--- src/rtl/supply_guard_pkg.sv ---
package supply_guard_pkg;

    typedef enum logic {
        SG_HOLD = 1'b0,
        SG_RUN  = 1'b1
    } sg_state_e;

    typedef struct packed {
        logic run;
        logic hot;
    } sg_verdict_t;

    function automatic int unsigned sg_cycles(input int unsigned clk_hz,
                                              input int unsigned usec);
        return ((clk_hz / 1000) * usec) / 1000;
    endfunction

    function automatic logic sg_next_hot(input logic        hot_now,
                                         input int unsigned temp,
                                         input int unsigned trip,
                                         input int unsigned release_at);
        if (temp >= trip)
            return 1'b1;
        else if (temp <= release_at)
            return 1'b0;
        else
            return hot_now;
    endfunction

endpackage

--- src/rtl/sg_supply_qual.sv ---
module sg_supply_qual
    import supply_guard_pkg::*;
#(
    parameter int unsigned ARM_CYC  = 300,
    parameter int unsigned DROP_CYC = 100
) (
    input  logic clk,
    input  logic rst,
    input  logic supply_ok,
    output logic run
);
    localparam int unsigned MAX_CYC = (ARM_CYC > DROP_CYC) ? ARM_CYC : DROP_CYC;
    localparam int unsigned CW      = $clog2(MAX_CYC + 1);
    localparam logic [CW-1:0] ARM_LAST  = CW'(ARM_CYC - 1);
    localparam logic [CW-1:0] DROP_LAST = CW'(DROP_CYC - 1);

    sg_state_e     state;
    logic [CW-1:0] run_len;

    always_ff @(posedge clk) begin
        if (rst) begin
            state   <= SG_HOLD;
            run_len <= '0;
        end else begin
            unique case (state)
                SG_HOLD: begin
                    if (!supply_ok) begin
                        run_len <= '0;
                    end else if (run_len == ARM_LAST) begin
                        state   <= SG_RUN;
                        run_len <= '0;
                    end else begin
                        run_len <= run_len + 1'b1;
                    end
                end
                SG_RUN: begin
                    if (supply_ok) begin
                        run_len <= '0;
                    end else if (run_len == DROP_LAST) begin
                        state   <= SG_HOLD;
                        run_len <= '0;
                    end else begin
                        run_len <= run_len + 1'b1;
                    end
                end
                default: begin
                    state   <= SG_HOLD;
                    run_len <= '0;
                end
            endcase
        end
    end

    assign run = (state == SG_RUN);

endmodule

--- src/rtl/sg_therm_guard.sv ---
module sg_therm_guard
    import supply_guard_pkg::*;
#(
    parameter int unsigned TEMP_W    = 8,
    parameter int unsigned TRIP_C    = 120,
    parameter int unsigned HYST_C    = 15
) (
    input  logic              clk,
    input  logic              rst,
    input  logic [TEMP_W-1:0] die_temp,
    output logic              hot
);
    localparam int unsigned RELEASE_C = TRIP_C - HYST_C;

    always_ff @(posedge clk) begin
        if (rst)
            hot <= 1'b0;
        else
            hot <= sg_next_hot(hot, int'(die_temp), TRIP_C, RELEASE_C);
    end

endmodule

--- src/rtl/sg_gate_mask.sv ---
module sg_gate_mask
    import supply_guard_pkg::*;
#(
    parameter int unsigned NUM_SW = 2
) (
    input  sg_verdict_t       verdict,
    input  logic [NUM_SW-1:0] cmd_en,
    output logic [NUM_SW-1:0] gate_en
);
    logic allow;

    assign allow = verdict.run & ~verdict.hot;

    for (genvar i = 0; i < NUM_SW; i++) begin : g_sw
        assign gate_en[i] = allow & cmd_en[i];
    end

endmodule

--- src/rtl/supply_fault_guard.sv ---
module supply_fault_guard
    import supply_guard_pkg::*;
#(
    parameter int unsigned CLK_HZ  = 1_000_000,
    parameter int unsigned ARM_US  = 300,
    parameter int unsigned DROP_US = 100,
    parameter int unsigned TEMP_W  = 8,
    parameter int unsigned TRIP_C  = 120,
    parameter int unsigned HYST_C  = 15,
    parameter int unsigned NUM_SW  = 2
) (
    input  logic              clk,
    input  logic              rst,
    input  logic              supply_ok,
    input  logic [TEMP_W-1:0] die_temp,
    input  logic [NUM_SW-1:0] cmd_en,
    output logic              bus_rst,
    output logic [NUM_SW-1:0] gate_en
);
    localparam int unsigned ARM_CYC  = sg_cycles(CLK_HZ, ARM_US);
    localparam int unsigned DROP_CYC = sg_cycles(CLK_HZ, DROP_US);

    sg_verdict_t verdict;

    sg_supply_qual #(
        .ARM_CYC  (ARM_CYC),
        .DROP_CYC (DROP_CYC)
    ) u_qual (
        .clk       (clk),
        .rst       (rst),
        .supply_ok (supply_ok),
        .run       (verdict.run)
    );

    sg_therm_guard #(
        .TEMP_W (TEMP_W),
        .TRIP_C (TRIP_C),
        .HYST_C (HYST_C)
    ) u_therm (
        .clk      (clk),
        .rst      (rst),
        .die_temp (die_temp),
        .hot      (verdict.hot)
    );

    sg_gate_mask #(
        .NUM_SW (NUM_SW)
    ) u_mask (
        .verdict (verdict),
        .cmd_en  (cmd_en),
        .gate_en (gate_en)
    );

    assign bus_rst = ~verdict.run;

endmodule

--- config.mk ---
export PLATFORM = sky130hd
export DESIGN_NAME = supply_fault_guard
export DESIGN_NICKNAME = d
export VERILOG_FILES = /design/src/rtl/supply_guard_pkg.sv /design/src/rtl/sg_supply_qual.sv /design/src/rtl/sg_therm_guard.sv /design/src/rtl/sg_gate_mask.sv /design/src/rtl/supply_fault_guard.sv
export SDC_FILE = /design/constraint.sdc
export NUM_CORES = 1
export LEC_CHECK = 0
export ABC_CLOCK_PERIOD_IN_PS = 1700
export BUFFER_PORTS_ARGS = -buffer_cell sky130_fd_sc_hd__buf_4
export CORE_MARGIN = 5
export CORE_UTILIZATION = 44
export DETAILED_ROUTE_END_ITERATION = 16
export PLACE_DENSITY = 0.81
export SYNTH_ARGS = -nofsm -noshare
export SYNTH_HDL_FRONTEND = slang
export SYNTH_SLANG_ARGS = --single-unit
--- constraint.sdc ---
create_clock -name clk -period 1.7 [get_ports clk]
set_input_delay 0 -clock clk [delete_from_list [all_inputs] [get_ports clk]]
set_output_delay 0 -clock clk [all_outputs]
set_load 0.01 [all_outputs]
* Word level (Yosys, flattened, before mapping)
Index checks and enable logic that the tools add are counted.
Storage, ports and cells: register bits 11, output and inout bits 3, input port bits 13
Cells by class: multiplexer cells 12, bitwise operators 5, equal/unequal tests 2, reductions and logical operators 1, $add $sub $neg 1, $lt $le $gt $ge 2
Operator list (count):
- 9-bit two-way mux | 4
- 9-bit one-hot mux with 2 select lines | 1
- 9-bit by 1-bit adder with 9-bit output (second input constant) | 1
- 9-bit by 7-bit equality test with 1-bit output (second input constant) | 1
- 9-bit equality test (second input constant) | 1
- 8-bit by 7-bit >= comparator with 1-bit output (second input constant) | 1
- 8-bit by 7-bit <= comparator with 1-bit output (second input constant) | 1
- 1-bit two-way mux | 6
- 1-bit AND | 3
- 1-bit inverter | 2
- 1-bit one-hot mux with 2 select lines | 1
- 2-bit nonzero test | 1

* Depth between registers and ports, before layout
depth after elaboration 4, gate-level depth with buffers 6

* Cells and area by module
Synthesis repeated with hierarchy kept, for this count alone.
Second synthesis, totals: cells, all modules 58, area, all modules 593.1 um2
By module, submodules not included:
- sg_supply_qual | area each 516.7 um2, seq. area each 200.2 um2, cells an instance 49, times used 1
- sg_therm_guard | area each 55.1 um2, seq. area each 20.0 um2, cells an instance 6, times used 1
- sg_gate_mask | area each 17.5 um2, seq. area each 0.0 um2, cells an instance 2, times used 1
- supply_fault_guard | area each 3.8 um2, seq. area each 0.0 um2, cells an instance 1, times used 1

* Worst setup path before layout
Ideal clock, no wire load.
path type register to register, start point register u_qual.run_len[0], end point register u_qual.run_len[2], setup slack 0.090 ns, cell stages (with the launch flop) 6, data arrival time 1.468 ns, required time 1.558 ns, setup time 0.142 ns, cell sequence dfxtp_1 -> ha_1 -> nor4b_1 -> nand4_1 -> a21oi_4 -> nor4_2
On the way: cells in the longest elaborated chain, start to end 4, elaborated cells between the ends (all ways) 8, those cells by class add/sub: 1; eq/ne: 2; mux: 5
Ends and longest elaborated chain:
- start: declaration | RTL line sg_supply_qual.sv:18 | logic [CW-1:0] run_len;
- start signal: assignment | RTL line sg_supply_qual.sv:33 | run_len <= run_len + 1'b1;
- start signal: assignment | RTL line sg_supply_qual.sv:43 | run_len <= run_len + 1'b1;
- 9-bit by 1-bit adder with 9-bit output, or another cell as far along | RTL line sg_supply_qual.sv:33, sg_supply_qual.sv:43
- 9-bit two-way mux, on equally long branches | RTL line sg_supply_qual.sv:39, sg_supply_qual.sv:29
- 9-bit two-way mux, on equally long branches | RTL line sg_supply_qual.sv:37, sg_supply_qual.sv:27
- 9-bit one-hot mux with 2 select lines (*) | RTL line sg_supply_qual.sv:25 | unique case (state)
Mark *: on every way between the ends. The rest lies on a longest branch, timed or not. A chain may end at the register's enable or synchronous reset.

* Worst setup path in the final report
start point register u_qual.run_len[1], end point register u_qual.run_len[7]
The elaborated chain is that of the path after synthesis.

==> run summary <==
status -> finished, final reports clean
first-pass GRT wire length -> 2.08 mm
final worst-path cycle share -> 93.3%
area grow syn2layout -> 31.1%
arrival time worst endpoint -> 1740 ps
via total after detailed routing -> 523
Top FF cell, synth -> dfxtp_1
# IOs -> 16
Iter 0 DRT Violations -> 9
most common cell in the netlist -> dfxtp_1
P_leak -> 0.000284 µW
# clock sinks -> 11
synthesized instance count -> 56
Comb power frac -> 11.0%
Fillers -> 106
Longest Clk Path Bufs -> 2
core footprint -> 1280 µm²
Worst Hold Path Cells -> 2
EDFF count, synth -> 0
clock network fraction of total power -> 35.7%
top cell type's share of synthesized area -> 37.0%
grt total ovfl -> 0
initial core utilization -> 46.3%
Clock transition at path regs -> 70 ps
YS warnings -> 0
hold crit path type -> input port to register
WL final -> 1.36 mm
Worst Setup Start Kind -> register
Max Cap Viol -> 0
Tot GR Track Use -> 13.6%
Pwr Total -> 498 µW
mean number of vias per cell -> 5.75
Cells after DPL -> 87
post-synthesis sequential area ratio -> 37.0%
reg-to-reg endpoint -> u_qual.run_len[7]
largest net degree at the start of global routing -> 12
most frequent cells after synthesis -> dfxtp_1, nor4_2, xor2_1
Max FO, Critical Path -> 9
Switching Share -> 22.8%
final std cells w/o fill -> 91
drc violations -> 0
Worst-Margin Slew -> 264 ps
Post-synth ARST share -> 0%
nets@finish -> 91
post_cts resized -> 0
Routed wire per std cell -> 14.9 µm
Synth Cell Area -> 596 µm²
post-synthesis cell type count -> 24
peak supply drop -> 0.000370 V
worst reg2reg path depth -> 6
Worst-Skew Late Latency -> 270 ps
hpwl dp -> 1.01 mm
antenna-violating nets left -> 0
port bufs -> 14
internal power -> 384 µW
Net Sw Power -> 113 µW
total die area -> 2190 µm²
max-slew violations -> 0
Setup Viol. Count Final -> 0
Synth area leaders -> dfxtp_1, nor4_2, xor2_1
R2R Setup Slk -> 110 ps
Die Width -> 46.8 µm
Hold Crit Start -> rst
critical path endpoint category -> register
Num CTS Buffers -> 3
FP Rows -> 13
DRT Pass-1 Iters -> 4
power per cell area -> 637 nW/µm²
initial antenna violation count -> 0
Final min period -> 1590 ps
syn_nets -> 70
antenna diode count -> 0
Worst Path Required -> 1860 ps
clock tree from TritonCTS -> yes
postcts setup bufs -> 0
WS Path Type -> register to register
vias in the first global route -> 499
Hold EP -> u_qual.run_len[3]
Final Skew -> 1.91 ps
worst r2r src -> u_qual.run_len[1]
clock root buffer -> clkbuf_4
area leader, netlist -> dfxtp_1
final hold viol count -> 0
Yosys reg bits -> 11
fmax -> 630 MHz
hold buffers post-CTS -> 0
relative slew slack -> 82.2%
Post-Syn Area per Cell -> 10.6 µm²
H-tree depth -> 1
Die Ht -> 46.8 µm
Reg power frac -> 53.2%
RD Place Congestion -> 0.837
layout cell share with drive strength beyond 1 -> 43.4%
==> power by group through the flow <==
| stage | clock, µW | combinational, µW | sequential [µW] |
|---|---|---|---|
| 3_3_place_gp | 0 | 52.6 | 271 |
| 6_report | 178 | 54.8 | 265 |
| 2_1_floorplan | 0 | 19.5 | 271 |
| 4_1_cts | 180 | 54.6 | 265 |
| 3_5_place_dp | 0 | 54.6 | 271 |
| 5_1_grt | 200 | 58.7 | 266 |
==> cell usage in the layout (no fill, tap or decap), types with 3 or more instances in the layout <==
cell type	instances
a21oi_1	3
buf_4	17
clkbuf_4	3
dfxtp_1	11
nand3_1	3
nand4_1	3
nor4_2	8
xor2_1	6
==> flip-flops by register name (all words and copies together), names as in the netlist <==
register        cells
u_qual.run_len      9
u_qual.run          1
u_therm.hot         1
==> worst max-delay path, stage by stage, from the launching register on <==
cell and delay (ps):
dfxtp_1 380, ha_1 200, nor4b_1 250, nand4_1 220, a21oi_4 220, buf_12 150, nor4_2 50
==> worst max-delay path by stage <==
stage                                  from                end  slack, ps  cells after the start
final                     u_qual.run_len[1]  u_qual.run_len[7]        110                      6
after global routing      u_qual.run_len[1]  u_qual.run_len[7]        -10                      6
after CTS                 u_qual.run_len[1]  u_qual.run_len[2]         30                      5
after detailed placement  u_qual.run_len[1]  u_qual.run_len[2]         40                      5
after global placement    u_qual.run_len[1]  u_qual.run_len[1]         70                      5
after floorplan           u_qual.run_len[0]  u_qual.run_len[2]         90                      5
==> through the flow <==
step	instance area [µm²]	hold slack (ps)	util, %	setup TNS (ps)	setup slack [ps]
global placement	747	301	58.1	0	72.7
global route	781	35.4	60.8	-34.9	-12.2
floorplan	596	71.4	-	0	90.2
detailed placement	747	316	58.1	0	42.9
CTS	773	29.8	60.2	0	32.7
finish	781	32.9	60.8	0	113
==> cell families after synthesis <==
logic type | share of synthesized area [%]
AOI/OAI and AO/OA | 10.7
adders and majority gates | 2.10
and+or+nand+nor | 36.8
DFF | 37.0
xor gates and xnor gates | 10.3
buffers and inverters | 3.15
==> final cells by class <==
| class | instances | area (µm²) | area share, % |
|---|---|---|---|
| clock buffers | 4 | 26.3 | 3.37 |
| inverters | 1 | 3.75 | 0.481 |
| multi-input cells | 42 | 364 | 46.6 |
| flip-flops and latches | 11 | 220 | 28.2 |
| well taps | 15 | 18.8 | 2.40 |
| repair buffers | 18 | 148 | 18.9 |
==> layer usage <==
| layer | GRT usage, % | vias to the layer above | routed length (µm) |
|---|---|---|---|
| li1 | - | 255 | - |
| met1 | 15.5 | 253 | 551 |
| met2 | 23.3 | 11 | 735 |
| met3 | 1.15 | 4 | 39 |
| met4 | 9.94 | 0 | 30 |
| met5 | 0 | - | 0 |
(Power assumes the default switching activity.)
